===== src/rtl/mspi_regfile.sv =====
module mspi_regfile #(
  parameter int NCH = 4,
  parameter int AW = 6,
  parameter int SRST_CYCLES = 4,
  parameter logic [31:0] REVISION = 32'h0000_0021
)(
  input  logic              clk,
  input  logic              rst_n,
  input  logic [AW-1:0]     bus_addr,
  input  logic              bus_wr,
  input  logic              bus_rd,
  input  logic [31:0]       bus_wdata,
  output logic [31:0]       bus_rdata,
  output logic              mod_single,
  output logic              mod_slave,
  output logic              mod_systest,
  output logic [NCH*21-1:0] ch_cfg,
  output logic [NCH-1:0]    ch_enable,
  output logic [NCH-1:0]    tx_load,
  output logic [NCH*32-1:0] tx_word,
  input  logic [NCH-1:0]    rx_push,
  input  logic [NCH*32-1:0] rx_word,
  input  logic [NCH-1:0]    eng_tx_empty,
  input  logic [NCH-1:0]    eng_eot,
  output logic [NCH-1:0]    dma_wr_req,
  output logic [NCH-1:0]    dma_rd_req
);
  localparam int CFGW = 21;
  localparam int BANK = 5;
  localparam int CH0 = 11;
  localparam int CNTW = $clog2(SRST_CYCLES + 1);
  localparam logic [AW-1:0] A_REV = AW'(0), A_SCFG = AW'(4), A_SSTAT = AW'(5),
    A_IRQS = AW'(6), A_IRQE = AW'(7), A_WAKE = AW'(8), A_TEST = AW'(9), A_MODC = AW'(10);

  logic [CNTW-1:0] rcnt;
  logic done, wr, sreq, clr;
  logic autoidle, wake;
  logic [31:0] irq_st, irq_en, systest;
  logic [2:0] modc;
  logic [NCH-1:0][31:0] ch_rv;
  logic [31:0] rv;

  assign done = (rcnt == '0);
  assign wr   = bus_wr & done;
  assign sreq = wr && (bus_addr == A_SCFG) && bus_wdata[1];
  assign clr  = sreq | ~done;

  always_ff @(posedge clk or negedge rst_n)
    if (!rst_n)     rcnt <= CNTW'(SRST_CYCLES);
    else if (sreq)  rcnt <= CNTW'(SRST_CYCLES);
    else if (!done) rcnt <= rcnt - 1'b1;

  always_ff @(posedge clk or negedge rst_n)
    if (!rst_n) begin
      autoidle <= 1'b0; wake <= 1'b0; irq_st <= '0; irq_en <= '0;
      systest <= '0; modc <= 3'b010;
    end else if (clr) begin
      autoidle <= 1'b0; wake <= 1'b0; irq_st <= '0; irq_en <= '0;
      systest <= '0; modc <= 3'b010;
    end else if (wr) begin
      case (bus_addr)
        A_SCFG: autoidle <= bus_wdata[0];
        A_IRQS: irq_st   <= bus_wdata;
        A_IRQE: irq_en   <= bus_wdata;
        A_WAKE: wake     <= bus_wdata[0];
        A_TEST: systest  <= bus_wdata;
        A_MODC: modc     <= {bus_wdata[3], bus_wdata[2], bus_wdata[0]};
        default: ;
      endcase
    end

  assign mod_single  = modc[0];
  assign mod_slave   = modc[1];
  assign mod_systest = modc[2];

  for (genvar g = 0; g < NCH; g++) begin : g_ch
    localparam logic [AW-1:0] B_CFG  = AW'(CH0 + BANK*g);
    localparam logic [AW-1:0] B_STAT = AW'(CH0 + BANK*g + 1);
    localparam logic [AW-1:0] B_CTL  = AW'(CH0 + BANK*g + 2);
    localparam logic [AW-1:0] B_TX   = AW'(CH0 + BANK*g + 3);
    localparam logic [AW-1:0] B_RX   = AW'(CH0 + BANK*g + 4);
    logic [CFGW-1:0] cfg_q;
    logic [31:0] tx_q, rx_q;
    logic en_q, tld_q, rxs_q, txs_q, eot_q;
    logic w_tx;

    assign w_tx = wr && (bus_addr == B_TX);

    always_ff @(posedge clk or negedge rst_n)
      if (!rst_n) begin
        cfg_q <= '0; en_q <= 1'b0; tx_q <= '0; rx_q <= '0; tld_q <= 1'b0;
        rxs_q <= 1'b0; txs_q <= 1'b1; eot_q <= 1'b1;
      end else if (clr) begin
        cfg_q <= '0; en_q <= 1'b0; tx_q <= '0; rx_q <= '0; tld_q <= 1'b0;
        rxs_q <= 1'b0; txs_q <= 1'b1; eot_q <= 1'b1;
      end else begin
        if (wr && bus_addr == B_CFG) cfg_q <= bus_wdata[CFGW-1:0];
        if (wr && bus_addr == B_CTL) en_q <= bus_wdata[0];
        tld_q <= w_tx;
        if (w_tx) begin
          tx_q <= bus_wdata; txs_q <= 1'b0; eot_q <= 1'b0;
        end else begin
          if (eng_tx_empty[g]) txs_q <= 1'b1;
          if (eng_eot[g])      eot_q <= 1'b1;
        end
        if (rx_push[g]) begin
          rx_q <= rx_word[g*32 +: 32]; rxs_q <= 1'b1;
        end else if (bus_rd && bus_addr == B_RX) begin
          rxs_q <= 1'b0;
        end
      end

    assign ch_rv[g] = (bus_addr == B_CFG)  ? {{(32-CFGW){1'b0}}, cfg_q} :
                      (bus_addr == B_STAT) ? {29'b0, eot_q, txs_q, rxs_q} :
                      (bus_addr == B_CTL)  ? {31'b0, en_q} :
                      (bus_addr == B_TX)   ? tx_q :
                      (bus_addr == B_RX)   ? rx_q : 32'b0;

    assign ch_cfg[g*CFGW +: CFGW] = cfg_q;
    assign ch_enable[g]  = en_q;
    assign tx_load[g]    = tld_q;
    assign tx_word[g*32 +: 32] = tx_q;
    assign dma_wr_req[g] = cfg_q[14] & txs_q;
    assign dma_rd_req[g] = cfg_q[15] & rxs_q;
  end

  always_comb begin
    rv = '0;
    case (bus_addr)
      A_REV:   rv = REVISION;
      A_SCFG:  rv = {31'b0, autoidle};
      A_SSTAT: rv = {31'b0, done};
      A_IRQS:  rv = irq_st;
      A_IRQE:  rv = irq_en;
      A_WAKE:  rv = {31'b0, wake};
      A_TEST:  rv = systest;
      A_MODC:  rv = {28'b0, modc[2], modc[1], 1'b0, modc[0]};
      default: ;
    endcase
    for (int i = 0; i < NCH; i++) rv = rv | ch_rv[i];
  end

  always_ff @(posedge clk or negedge rst_n)
    if (!rst_n)      bus_rdata <= '0;
    else if (bus_rd) bus_rdata <= rv;

endmodule



===== config.mk =====
export PLATFORM = sky130hd
export DESIGN_NAME = mspi_regfile
export DESIGN_NICKNAME = d
export VERILOG_FILES = /design/src/rtl/mspi_regfile.sv
export SDC_FILE = /design/constraint.sdc
export NUM_CORES = 1
export LEC_CHECK = 0
export CORE_UTILIZATION = 56
export DETAILED_ROUTE_END_ITERATION = 6
export PLACE_DENSITY_LB_ADDON = 0.15
export SYNTH_ARGS = -nofsm -noshare
export SYNTH_HDL_FRONTEND = slang
export SYNTH_SLANG_ARGS = --single-unit
export TNS_END_PERCENT = 30

===== constraint.sdc =====
create_clock -name clk -period 3.64 [get_ports clk]
set_clock_uncertainty 0.1 [all_clocks]
set_input_delay 1.092 -clock clk [delete_from_list [all_inputs] [get_ports clk]]
set_output_delay 1.092 -clock clk [all_outputs]
set_load 0.01 [all_outputs]

==> results of run 1 <==
==> path summary, 6_finish.rpt <==
kind	start	to	slack, ps
max	bus_addr[0]	g_ch[0].tx_q[18]	480
min	rst_n	modc[0]	350
max reg2reg	rcnt[0]	g_ch[0].tx_q[18]	1190
min reg2reg	irq_en[1]	irq_en[1]	420
max in group asynchronous	rst_n	irq_en[19]	2050
min in group clk	irq_en[1]	irq_en[1]	420
==> synth_stat cells (4+ instances only) <==
cell type / number / area, um^2
clkbuf_1: 103 / 387
buf_4: 16 / 120
o21ai_0: 24 / 120
inv_1: 4 / 15.0
mux2i_1: 143 / 1430
nor2_1: 154 / 578
dfrtp_1: 486 / 12200
o22a_1: 10 / 87.6
and2_1: 17 / 106
dfstp_2: 10 / 263
nand3_1: 35 / 175
nor2b_1: 6 / 37.5
mux2_2: 5 / 56.3
a21oi_1: 321 / 1610
o32a_1: 21 / 210
buf_2: 95 / 475
a22o_1: 6 / 52.6
a22oi_1: 193 / 1450
and3_1: 8 / 50.1
nand4_1: 29 / 181
buf_6: 12 / 135
nand2_1: 672 / 2520
==> per-stage QoR <==
step / hold WS [ps] / worst slack (ps) / instance area (um^2) / setup TNS (ps)
floorplan: 349 / 847 / 22600 / 0
global placement: 376 / 33.1 / 28200 / 0
CTS: 354 / 533 / 29900 / 0
finish: 347 / 483 / 29900 / 0
global route: 386 / 405 / 29900 / 0
detailed placement: 402 / -39.4 / 28200 / -52.9
==> critical path: stages <==
cell and delay [ps]:
clkdlybuf4s50_1 640, nor2b_1 410, buf_4 220, and2_2 190
buf_12 190, nand2_2 90, inv_2 90, buf_4 330
nand2_1 110, a21oi_1 180
==> where the power goes <==
| group | switching (mW) | total, mW | internal, mW |
|---|---|---|---|
| clock network | 2.23 | 5.39 | 3.16 |
| logic | 1.32 | 2.09 | 0.769 |
| registers | 0.177 | 5.93 | 5.76 |
==> registers in the layout (all words and copies together), names as in the netlist <==
signal      flops
g_ch.eot_q      4
g_ch.rxs_q      4
g_ch.cfg_q     84
g_ch.tld_q      4
bus_rdata      32
irq_en         32
wake            1
systest        32
g_ch.en_q       4
g_ch.tx_q     128
modc            3
rcnt            3
autoidle        1
irq_st         32
g_ch.rx_q     128
g_ch.txs_q      4
==> routing by layer <==
metal	part of all wire (%)	track usage, %	up-vias	wire length, um
met5	0.037	0	-	33
met4	6.8	26.8	4	6080
met3	13	9.66	413	11200
met2	44	65.9	1770	39600
met1	37	58.6	10600	33100
li1	-	-	9110	-
==> area by class of cell <==
| type | count | area (um^2) |
|---|---|---|
| flip-flops and latches | 496 | 12400 |
| fillers | 2833 | 9890 |
| multi-input cells | 1685 | 9120 |
| repair buffers | 579 | 5980 |
| clock buffers | 74 | 1510 |
| well taps | 525 | 657 |
| clock inverters | 19 | 206 |
| inverters | 8 | 30.0 |
| diodes | 1 | 2.50 |
==> cells in the final DEF (no fill, tap or decap), types with 24 or more instances in the layout <==
master           netlist  layout
a21oi_1              321     321
a22oi_1              193     193
buf_12                 0      43
buf_4                 16      93
clkbuf_16              0      51
clkdlybuf4s50_1        0     438
dfrtp_1              486     486
mux2i_1              143     143
nand2_1              672     667
nand3_1               35      35
nand4_1               29      29
nor2_1               154     154
o21ai_0               24      24
==> logic make-up after synthesis <==
group           after synthesis  share of synthesized area [%]
buf+inv                     237                           5.12
compound gates              593                           16.2
simple gates                941                           17.1
fa+ha+maj                     2                          0.110
mux                         148                           6.57
xor+xnor                      1                         0.0387
flops                       496                           54.9
==> results_dict.tcl, run 1 <==
set metrics [dict create \
    run_status "finished with violations" \
    violations "design-rule violations" \
    cts_sinks 496 \
    cts.path.max_buffers 3 \
    drt_first_iter_violations 2599 \
    relative_slew_slack_pct 40.3 \
    dieWidth_um 203 \
    crit_start_category "input port" \
    irDropWorstVdd_v 0.000358 \
    netlist-cell-type-count 52 \
    antenna_found_initial 3 \
    grt-ovfl-total 0 \
    tightestPinTransition_ps 895 \
    dp.cells 3293 \
    route.final.wire_length_um 90000 \
    finalNetCount 3005 \
    grt_pass1_wl_um 135000 \
    synth-seq-area-share_pct 54.9 \
    grt_max_degree 110 \
    final-hold-violation-count 0 \
    start_util_pct 56.9 \
    clk_pin_slew_ps 60 \
    rr_worst_depth 9 \
    post_cts.resized_instances 0 \
    flow.area_growth_from_synthesis_pct 32.2 \
    critical_path.max_fanout 20 \
    grt_pass1_vias 21900 \
    io-pin-count 445 \
    postCtsSetupRepairBufs 0 \
    syn_nets 2602 \
    fin_util_pct 75.2 \
    first_pass_iters 7 \
    asyncSetResetFlopFracSynth_pct 100 \
    cts_max_level 2 \
    remaining_design_rule_violation_count 1 \
    finalMaxSlewViolations 0 \
    root_buffer "clkbuf_16" \
    cellPowerDensity_nw_per_um2 448 \
    required_ps 4050 \
    synthCells 2418 \
    portBuffers 444 \
    post_route_cells_drive_above_1_share_pct 9.54 \
    clock.fmax_mhz 317 \
    die_h_um 203 \
    global_route.usage.total_pct 43.9 \
    criticalPathCategory "input port to register" \
    synthesis.area_um2 22600 \
    min_period_ps 3160 \
    routed_wire_length_per_instance_um 26.6 \
    ys.flop_type "dfrtp_1" \
    final_cell_count_no_fill 3387 \
    timing.final.setup_violations 0 \
    rsz0062_at_grt "false" \
    cts_made_buffers 51 \
    synth_enable_flop_cells 0 \
    design.die.area_um2 41200 \
    final_estimated_routing_congestion_in_global_placement 0.930 \
    min_period_over_period_pct 86.7 \
    totalPowerFinal_mw 13.4 \
    ant_nets 0 \
    synth-warning-count 0 \
    placementRows 73 \
    critPathCaptureType "register" \
    tritoncts_clock_tree "done" \
    cts-hold-fix-buffers 0 \
    core_area_um2 39800 \
    insertion_delay_ps 590 \
    detailed_place_hpwl_um 59900 \
    hold_path.class "input port to async pin" \
    max_cap_viol_count 0 \
    crit_path_dat_ps 3560 \
    detail_route.vias_per_cell 6.47 \
    ys_seq_elements 496 \
    detailroute.via_count 21900 \
    leakagePower_nw 12.5 \
    avgSynthCellArea_um2 9.36 \
]
Note: power is estimated with default switching activity, not from simulation.
==> run 2, diff against run 1 <==
--- a/config.mk
+++ b/config.mk
@@ -6,6 +6,7 @@
 export NUM_CORES = 1
 export LEC_CHECK = 0
 export CORE_UTILIZATION = 56
+export CTS_CLUSTER_SIZE = 40
 export DETAILED_ROUTE_END_ITERATION = 6
 export PLACE_DENSITY_LB_ADDON = 0.15
 export SYNTH_ARGS = -nofsm -noshare
==> results of run 2 <==
Same layout as run 1: the final DEF is identical, and so are final timing and power.
